<file path="src/rtl/ls_addr_gen_pkg.sv">
package ls_addr_gen_pkg;

  typedef enum logic [1:0] {
    IDX_OFFSET = 2'b00,
    IDX_PRE    = 2'b01,
    IDX_POST   = 2'b10,
    IDX_ALT    = 2'b11
  } idxMode_e;

  // strobes from control to datapath, valid in the request cycle
  typedef struct packed {
    logic capture;      // load result registers this cycle
    logic addrFromSum;  // memory address takes the adjusted base
    logic useReg;       // shifted register offset instead of immediate
    logic doSub;        // subtract the offset
  } agStrobes_t;

endpackage

</file>
<file path="src/rtl/ls_addr_gen_ctrl.sv">
module ls_addr_gen_ctrl
  import ls_addr_gen_pkg::*;
(
  input  logic       clk,
  input  logic       rstN,
  input  logic       reqValid,
  input  logic [1:0] indexMode,
  input  logic       useRegOffset,
  input  logic       subtract,
  output agStrobes_t strobes,
  output logic       rspValid,
  output logic       wbEnable
);

  logic wantsWb;

  always_comb begin
    strobes.capture     = reqValid;
    strobes.useReg      = useRegOffset;
    strobes.doSub       = subtract;
    strobes.addrFromSum = 1'b1;
    wantsWb             = 1'b0;
    unique case (indexMode)
      IDX_PRE:  begin strobes.addrFromSum = 1'b1; wantsWb = 1'b1; end
      IDX_POST: begin strobes.addrFromSum = 1'b0; wantsWb = 1'b1; end
      default:  begin strobes.addrFromSum = 1'b1; wantsWb = 1'b0; end
    endcase
  end

  always_ff @(posedge clk or negedge rstN) begin
    if (!rstN) begin
      rspValid <= 1'b0;
      wbEnable <= 1'b0;
    end else begin
      rspValid <= reqValid;
      wbEnable <= reqValid & wantsWb;
    end
  end

  // plain offset and the alternate encoding never write back
  a_r2_offset_no_wb: assert property (@(posedge clk) disable iff (!rstN)
    reqValid && (indexMode == IDX_OFFSET || indexMode == IDX_ALT) |=> rspValid && !wbEnable);

  // update modes do write back
  a_r3_update_wb: assert property (@(posedge clk) disable iff (!rstN)
    reqValid && (indexMode == IDX_PRE || indexMode == IDX_POST) |=> rspValid && wbEnable);

  // writeback only alongside a valid response
  a_r8_wb_needs_valid: assert property (@(posedge clk) disable iff (!rstN)
    wbEnable |-> rspValid);

  // no request means no response next cycle
  a_r9_idle_no_rsp: assert property (@(posedge clk) disable iff (!rstN)
    !reqValid |=> !rspValid);

endmodule

</file>
<file path="src/rtl/ls_addr_gen_dpath.sv">
module ls_addr_gen_dpath
  import ls_addr_gen_pkg::*;
#(
  parameter int DATA_W = 32,
  parameter int IMM_W  = 12,
  localparam int SH_W  = $clog2(DATA_W)
) (
  input  logic              clk,
  input  logic              rstN,
  input  agStrobes_t        strobes,
  input  logic [DATA_W-1:0] baseVal,
  input  logic [IMM_W-1:0]  immOffset,
  input  logic [DATA_W-1:0] regOffset,
  input  logic [SH_W-1:0]   shiftAmt,
  output logic [DATA_W-1:0] accessAddr,
  output logic [DATA_W-1:0] wbValue
);

  logic [DATA_W-1:0] immExt;
  logic [DATA_W-1:0] regShifted;
  logic [DATA_W-1:0] offsetVal;
  logic [DATA_W-1:0] adjusted;

  generate
    if (IMM_W < DATA_W) begin : g_imm_pad
      assign immExt = {{(DATA_W-IMM_W){1'b0}}, immOffset};
    end else begin : g_imm_trim
      assign immExt = immOffset[DATA_W-1:0];
    end
  endgenerate

  assign regShifted = regOffset << shiftAmt;

  always_comb begin
    offsetVal = strobes.useReg ? regShifted : immExt;
    adjusted  = strobes.doSub ? (baseVal - offsetVal) : (baseVal + offsetVal);
  end

  always_ff @(posedge clk or negedge rstN) begin
    if (!rstN) begin
      accessAddr <= '0;
      wbValue    <= '0;
    end else if (strobes.capture) begin
      accessAddr <= strobes.addrFromSum ? adjusted : baseVal;
      wbValue    <= adjusted;
    end
  end

  // post-update sends the base untouched
  a_r4_post_base_addr: assert property (@(posedge clk) disable iff (!rstN)
    strobes.capture && !strobes.addrFromSum |=> accessAddr == $past(baseVal));

  // results hold without a request
  a_r9_hold: assert property (@(posedge clk) disable iff (!rstN)
    !strobes.capture |=> $stable(accessAddr) && $stable(wbValue));

  // an immediate offset below the width never depends on the shift
  a_r6_imm_range: assert property (@(posedge clk) disable iff (!rstN)
    strobes.capture && strobes.useReg == 1'b0 && strobes.doSub == 1'b0 && strobes.addrFromSum
    |=> (accessAddr - $past(baseVal)) == $past(immExt));

endmodule

</file>
<file path="src/rtl/ls_addr_gen.sv">
module ls_addr_gen
  import ls_addr_gen_pkg::*;
#(
  parameter int DATA_W = 32,
  parameter int IMM_W  = 12,
  localparam int SH_W  = $clog2(DATA_W)
) (
  input  logic              clk,
  input  logic              rstN,
  input  logic              reqValid,
  input  logic [DATA_W-1:0] baseVal,
  input  logic [IMM_W-1:0]  immOffset,
  input  logic [DATA_W-1:0] regOffset,
  input  logic              useRegOffset,
  input  logic [SH_W-1:0]   shiftAmt,
  input  logic              subtract,
  input  logic [1:0]        indexMode,
  output logic              rspValid,
  output logic [DATA_W-1:0] accessAddr,
  output logic [DATA_W-1:0] wbValue,
  output logic              wbEnable
);

  agStrobes_t strobes;

  ls_addr_gen_ctrl ctrl_i (
    .clk          (clk),
    .rstN         (rstN),
    .reqValid     (reqValid),
    .indexMode    (indexMode),
    .useRegOffset (useRegOffset),
    .subtract     (subtract),
    .strobes      (strobes),
    .rspValid     (rspValid),
    .wbEnable     (wbEnable)
  );

  ls_addr_gen_dpath #(
    .DATA_W (DATA_W),
    .IMM_W  (IMM_W)
  ) dpath_i (
    .clk        (clk),
    .rstN       (rstN),
    .strobes    (strobes),
    .baseVal    (baseVal),
    .immOffset  (immOffset),
    .regOffset  (regOffset),
    .shiftAmt   (shiftAmt),
    .accessAddr (accessAddr),
    .wbValue    (wbValue)
  );

  // pre-update sends and writes back the same value
  a_r3_pre_same: assert property (@(posedge clk) disable iff (!rstN)
    reqValid && indexMode == IDX_PRE |=> accessAddr == wbValue);

  // plain offset also sends the adjusted value that wbValue carries
  a_r2_addr_is_adjusted: assert property (@(posedge clk) disable iff (!rstN)
    reqValid && indexMode == IDX_OFFSET |=> accessAddr == wbValue);

endmodule

</file>
<file path="config.mk">
export PLATFORM = sky130hd
export DESIGN_NAME = ls_addr_gen
export DESIGN_NICKNAME = d
export VERILOG_FILES = /design/src/rtl/ls_addr_gen_pkg.sv /design/src/rtl/ls_addr_gen_ctrl.sv /design/src/rtl/ls_addr_gen_dpath.sv /design/src/rtl/ls_addr_gen.sv
export SDC_FILE = /design/constraint.sdc
export NUM_CORES = 1
export LEC_CHECK = 0
export BUFFER_PORTS_ARGS = -buffer_cell sky130_fd_sc_hd__buf_4
export CAP_MARGIN = 20
export CORE_MARGIN = 2
export CORE_UTILIZATION = 40
export DETAILED_ROUTE_END_ITERATION = 10
export GPL_ROUTABILITY_DRIVEN = 0
export PLACE_DENSITY = 0.59
export SLEW_MARGIN = 20
export SYNTH_ARGS = -nofsm -noshare
export SYNTH_HDL_FRONTEND = slang
export SYNTH_HIERARCHICAL = 1
export SYNTH_SLANG_ARGS = --single-unit
</file>
<file path="constraint.sdc">
create_clock -name clk -period 0.9 [get_ports clk]
set_input_delay 0.09 -clock clk [delete_from_list [all_inputs] [get_ports clk]]
set_output_delay 0.09 -clock clk [all_outputs]
set_load 0.005 [all_outputs]
</file>
==> metrics.cfg, run 1 <==
[power]
vdd_drop_max_mv = 1.26
p_per_area_mw_per_mm2 = 1670
p_leak_nw = 5.89

[min_path]
hold_class = primary input to flip-flop

[placed_design]
portBuffers = 153
place_hpwl_mm = 19.2

[setup_path]
crit_arrival_ns = 4.38
worstPathMaxFanout = 8
cp-start-kind = primary input
worst-setup-path-type = primary input to flip-flop
crit_required_ns = 1.11
worst_setup_path_end_kind = flip-flop

[timing]
clock.fmax_mhz = 240
slew_violations = 0
worst_slew_pin_slew_ns = 0.578
fin_ws_ns = -3.27
hold_ws_ns = 0.0608
hold_violations = 0
relSlewSlack_pct = 61.1
fin_skew_ns = 0
setup_violations = 128
rsz0062_at_grt = yes
setup-tns-final_ns = -161.58
period_needed_ns = 4.17
period_share_pct = 463

[synthesis]
syn_avg_cell_area_um2 = 8.81
syn_inst = 822
synth_edf_count = 0
synth_top_area_share_pct = 22.8
synthDistinctLibCells = 79
synthArstFlopShare_pct = 100
syn-num-nets = 943
yosysSeqAreaShare_pct = 22.8
synth_area_leader_cell = dfrtp_1
netlist_area_mm2 = 0.00724
synth_ff_type = dfrtp_1
synth_seq_cells = 66
synthTopCellsByArea = dfrtp_1, mux2i_1, mux4_2, mux2_2, a21oi_1
yosysWarnings = 6

[clock_tree]
cts_made_buffers = 9
cts_tree = done
clkLatencyLatePin_ns = 0.33
clock-sinks = 66
root_buffer = clkbuf_16
htree_levels = 3
clock_path_buffers = 2
cts.clk_slew.worst_paths_ns = 0.06

[routing]
drc = 0
drt_iter0_drc = 293
viasPerCell = 5.34
postRouteAntennaNets = 0
vias = 7971
firstDrtPassIters = 5
wl_mm = 24.8
wl_per_cell_um = 16.6

[run_status]
status = complete, but fails checks
violations = setup timing

[grt]
grt_pass1_wl_mm = 39.5
grt_max_degree = 36
gr-total-overflow = 0
antenna_found_initial = 0
grt_use_total_pct = 24.8
grt_pass1_vias = 7996

[final_layout]
area_delta_synth_final_pct = 68.9
fin_nets = 1382
fillCellCount = 1394
antenna_cells = 0
layout-drive-gt1-share_pct = 51.7

[die]
die_y_um = 139
coreArea_mm2 = 0.0178
die_x_um = 139
boundaryPins = 154
start_util_pct = 40.6
std_cell_rows = 49
die_area_mm2 = 0.0192

[job]
cap_viol_max_count = 0

-- final timing paths --
path / depth (start not counted) / start / endpoint / slack [ns]
max reg2reg: 2 / dpath_i/wbValue[13]$_DFFE_PN0P_ / dpath_i/wbValue[13]$_DFFE_PN0P_ / -0.02
max in group asynchronous: 3 / rstN / dpath_i/wbValue[27]$_DFFE_PN0P_ / 0.22
min in group asynchronous: 2 / rstN / dpath_i/accessAddr[5]$_DFFE_PN0P_ / 0.22
min: 3 / baseVal[28] / dpath_i/accessAddr[28]$_DFFE_PN0P_ / 0.06
max: 22 / shiftAmt[0] / dpath_i/wbValue[31]$_DFFE_PN0P_ / -3.27
min reg2reg: 1 / dpath_i/wbValue[12]$_DFFE_PN0P_ / dpath_i/wbValue[12]$_DFFE_PN0P_ / 0.53
-- per-stage QoR --
stage / total power [mW] / cell area (um2) / utilization (%) / setup WS, ns / std cells
2_1_floorplan: 9.19 / 7460 / - / -3.63 / 822
3_3_place_gp: 13.8 / 10700 / 59.7 / -3.56 / 1416
3_5_place_dp: 14.0 / 10700 / 59.7 / -3.67 / 1416
4_1_cts: 19.6 / 11800 / 66.0 / -3.24 / 1469
5_1_grt: 21.6 / 12200 / 68.5 / -3.55 / 1494
6_report: 20.4 / 12200 / 68.5 / -3.27 / 1494
-- repair_timing --
item	in CTS	in global routing
cloned	0	1
hold buffers	1	0
resized for setup	122	53
setup buffers	38	24
endpoints found under the setup margin	130	130
pin swaps	33	30
hold endpoints to repair	56	0
-- critical path, stage by stage --
cell      delay, ns
buf_12         0.11
buf_12         0.13
mux4_2         0.55
mux2_4         0.29
o21ai_1        0.12
o21a_1         0.18
nand4_1        0.18
nor3_4         0.18
and2_4         0.20
nor2_4         0.03
xor2_1         0.14
ha_1           0.30
a21o_1         0.18
a21oi_2        0.14
nor2b_1        0.06
a311o_1        0.31
a41o_1         0.27
a211oi_2       0.28
o221ai_2       0.14
o21ai_1        0.17
nor4_2         0.05
a221o_1        0.25
-- placed cells by master (no fill, tap or decap), drive strengths merged, types with 23 or more instances in the layout --
master,n
dfrtp,66
mux2,43
mux2i,72
nand2,46
xnor2,32
nor2,94
mux4,23
buf,482
ha,32
o21ai,33
a21oi,86
-- where the power goes --
group | switching [mW] | internal, mW
logic | 4.70 | 7.16
registers | 0.772 | 3.96
clock network | 1.26 | 2.56
total | 6.73 | 13.7
-- state kept, by name, indices dropped and copies added (netlist names) --
register,cells
ctrl_i/rspValid,1
ctrl_i/wbEnable,1
dpath_i/accessAddr,32
dpath_i/wbValue,32
-- final cells by class --
class | count | area (um2) | share of cell area (%)
clock buffer | 13 | 260 | 2.13
tap | 229 | 287 | 2.34
multi-input combinational | 675 | 5780 | 47.3
inverter | 25 | 97.6 | 0.798
sequential | 66 | 1650 | 13.5
timing repair buffer | 484 | 4090 | 33.5
clock inverter | 2 | 60.1 | 0.491
-- cell families (layout without fill, tap and decap cells) --
| family | Yosys count | in the layout | share of synthesized area, % |
|---|---|---|---|
| AND/OR/NAND/NOR | 220 | 220 | 15.1 |
| buffers and inverters | 81 | 524 | 5.44 |
| adder cells (fa/ha/maj) | 33 | 33 | 5.81 |
| multiplexers | 138 | 138 | 23.9 |
| AO/OA/AOI/OAI | 231 | 231 | 20.5 |
| flip-flops | 66 | 66 | 22.8 |
| XOR/XNOR | 53 | 53 | 6.41 |
-- synth_stat cells, drive strengths merged (10+ instances only) --
library cell / n
buf: 31
nand3: 15
inv: 24
a31oi: 10
nand2: 46
xor2: 21
a21o: 19
clkbuf: 25
mux2: 43
nor2: 94
ha: 32
o21ai: 33
and3: 11
mux2i: 72
a21oi: 86
xnor2: 32
nor3: 11
o21bai: 10
dfrtp: 66
mux4: 23
-- layer usage --
metal | wire length [um] | global-route usage [%]
met2 | 12400 | 43.5
met3 | 901 | 2.49
met4 | 634 | 7.68
met1 | 10900 | 32.2
met5 | 0 | 0
Power figures use the tool's default switching activity.
==> run 2: changes to the inputs <==
--- a/config.mk
+++ b/config.mk
@@ -17,3 +17,4 @@
 export SYNTH_HDL_FRONTEND = slang
 export SYNTH_HIERARCHICAL = 1
 export SYNTH_SLANG_ARGS = --single-unit
+export TNS_END_PERCENT = 20
==> metrics.cfg, run 2 (same netlist as run 1, synthesis figures left out) <==
[grt]
met1_usage_pct = 32.4
busiest_layer = met2
antenna_found_initial = 0
grt_use_total_pct = 24.7
grt_util_met2_pct = 42.9
grt_max_degree = 31
gr-total-overflow = 0
grt_pass1_wl_mm = 39.3
use_met3_pct = 2.77
grt_pass1_vias = 7865

[routing]
drt_iter0_drc = 468
vias = 7826
postRouteAntennaNets = 0
viasPerCell = 5.36
drc = 0
firstDrtPassIters = 5
wl_per_cell_um = 16.8
wl_mm = 24.5

[job]
cap_viol_max_count = 0

[setup_path]
crit_family = compound AO/OA/AOI/OAI gates
worstPathMaxFanout = 8
slowest_stage = mux4_2
slowest_delay_ns = 0.54
r2r-end = dpath_i/wbValue[31]$_DFFE_PN0P_
regToRegSetupSlack_ns = 0.05
cp_num_buf_inv = 4
timing.rr.start = dpath_i/wbValue[31]$_DFFE_PN0P_
worst_setup_path_end_kind = flip-flop
worst-setup-path-type = primary input to flip-flop
reg2reg_depth = 1
cp-start-kind = primary input
crit_required_ns = 1.11
critical_path.cell_chain = buf_12, buf_12, mux4_2, mux2_4, o21ai_1, o21a_1, nand4_1, nor3_4, and2_4, nor2_1, xor2_1, ha_1, a21o_1, a21oi_1, nor2b_1, a311o_1, a41o_1, buf_4, buf_6, a21o_1, a21oi_2, xnor2_2, mux2_4
crit_arrival_ns = 4.39

[final_layout]
fillCellCount = 1448
layout-drive-gt1-share_pct = 50.4
reg_top3 = dpath_i/accessAddr (32), dpath_i/wbValue (32)
area_delta_synth_final_pct = 65.2
final_area_mm2 = 0.0120
fin_util_pct = 67.0
final_cell_mix = buf_4, nor2_1, buf_6
antenna_cells = 0
layout_commonest_cell = buf_4
final_cell_count_no_fill = 1459
fin_nets = 1347

[power]
p_clk_share_pct = 19.8
power_switching_mw = 6.62
p_leak_nw = 5.73
vdd_drop_max_mv = 1.28
pwr-share-seq_pct = 24.2
combPwrFrac_pct = 56.1
p_int_mw = 13.0
switching_share_pct = 33.7
p_per_area_mw_per_mm2 = 1640

[clock_tree]
root_buffer = clkbuf_16
cts_tree = done
cts.clk_slew.worst_paths_ns = 0.06
clock_path_buffers = 2
clkLatencyLatePin_ns = 0.33
cts_made_buffers = 9
clock-sinks = 66
htree_levels = 3

[timing]
hold_ws_ns = 0.0538
fin_ws_ns = -3.28
hold_violations = 0
period_share_pct = 464
period_needed_ns = 4.18
fin_skew_ns = 0
clock.fmax_mhz = 239
rsz0062_at_grt = yes
worst_slew_pin_slew_ns = 0.397
setup_violations = 128
slew_violations = 0
relSlewSlack_pct = 73.3

[die]
boundaryPins = 154
die_x_um = 139
die_area_mm2 = 0.0192
start_util_pct = 40.6
coreArea_mm2 = 0.0178
die_y_um = 139
std_cell_rows = 49

[placed_design]
portBuffers = 153
numPlacedInstances = 1427
dp_slack_ns = -3.68
place_hpwl_mm = 19.3
place_area_mm2 = 0.0107

[run_status]
violations = setup timing
status = complete, but fails checks

[min_path]
hp-start = baseVal[30]
hold_class = primary input to flip-flop
hold_depth = 3
min_to = dpath_i/accessAddr[30]$_DFFE_PN0P_

==> run 2: worst max path at each step <==
stage,start,endpoint,slack [ns],depth (start not counted)
after floorplan,shiftAmt[0],dpath_i/wbValue[31]$_DFFE_PN0P_,-3.63,23
after global placement,shiftAmt[0],dpath_i/wbValue[31]$_DFFE_PN0P_,-3.58,22
after detailed placement,shiftAmt[0],dpath_i/wbValue[31]$_DFFE_PN0P_,-3.68,21
after CTS,shiftAmt[0],dpath_i/wbValue[23]$_DFFE_PN0P_,-3.12,21
after global routing,shiftAmt[0],dpath_i/wbValue[23]$_DFFE_PN0P_,-3.47,23
final,shiftAmt[0],dpath_i/wbValue[23]$_DFFE_PN0P_,-3.28,23
==> run 2: stage by stage <==
stage                     total power [mW]  setup TNS [ns]
after global placement                13.7         -186.33
after floorplan                       9.07         -171.77
after global routing                  20.8         -175.23
final                                 19.7         -162.21
after CTS                             19.0         -159.02
after detailed placement              13.9         -190.51
==> run 2: final cells by class <==
type	instances	area, um2	area share [%]
Sequential cell	66	1650	13.8
Clock buffer	13	260	2.18
Timing Repair Buffer	449	3820	32.0
Clock inverter	2	60.1	0.502
Tap cell	229	287	2.40
Inverter	25	93.8	0.785
Multi-Input combinational cell	675	5790	48.4
==> run 2: repair_timing <==
item | in CTS | in global routing
gates cloned | 1 | 0
setup buffers | 8 | 9
pin swaps | 25 | 27
hold endpoints to repair | 66 | 0
endpoints found under the setup margin | 130 | 130
resized for setup | 130 | 59
hold buffers | 1 | 0
==> run 2: per-layer routing <==
metal | vias up | wire, um
met3 | 35 | 960
met4 | 0 | 556
met2 | 227 | 12000
li1 | 3851 | -
met1 | 3713 | 10900
met5 | - | 0
==> run 2: power groups by stage <==
stage | Clock, mW | Combinational, mW | Sequential, mW
after floorplan | 0 | 4.50 | 4.56
after global placement | 0 | 9.12 | 4.58
after detailed placement | 0 | 9.28 | 4.59
after CTS | 3.93 | 10.4 | 4.74
after global routing | 4.05 | 11.9 | 4.86
final | 3.89 | 11.0 | 4.75
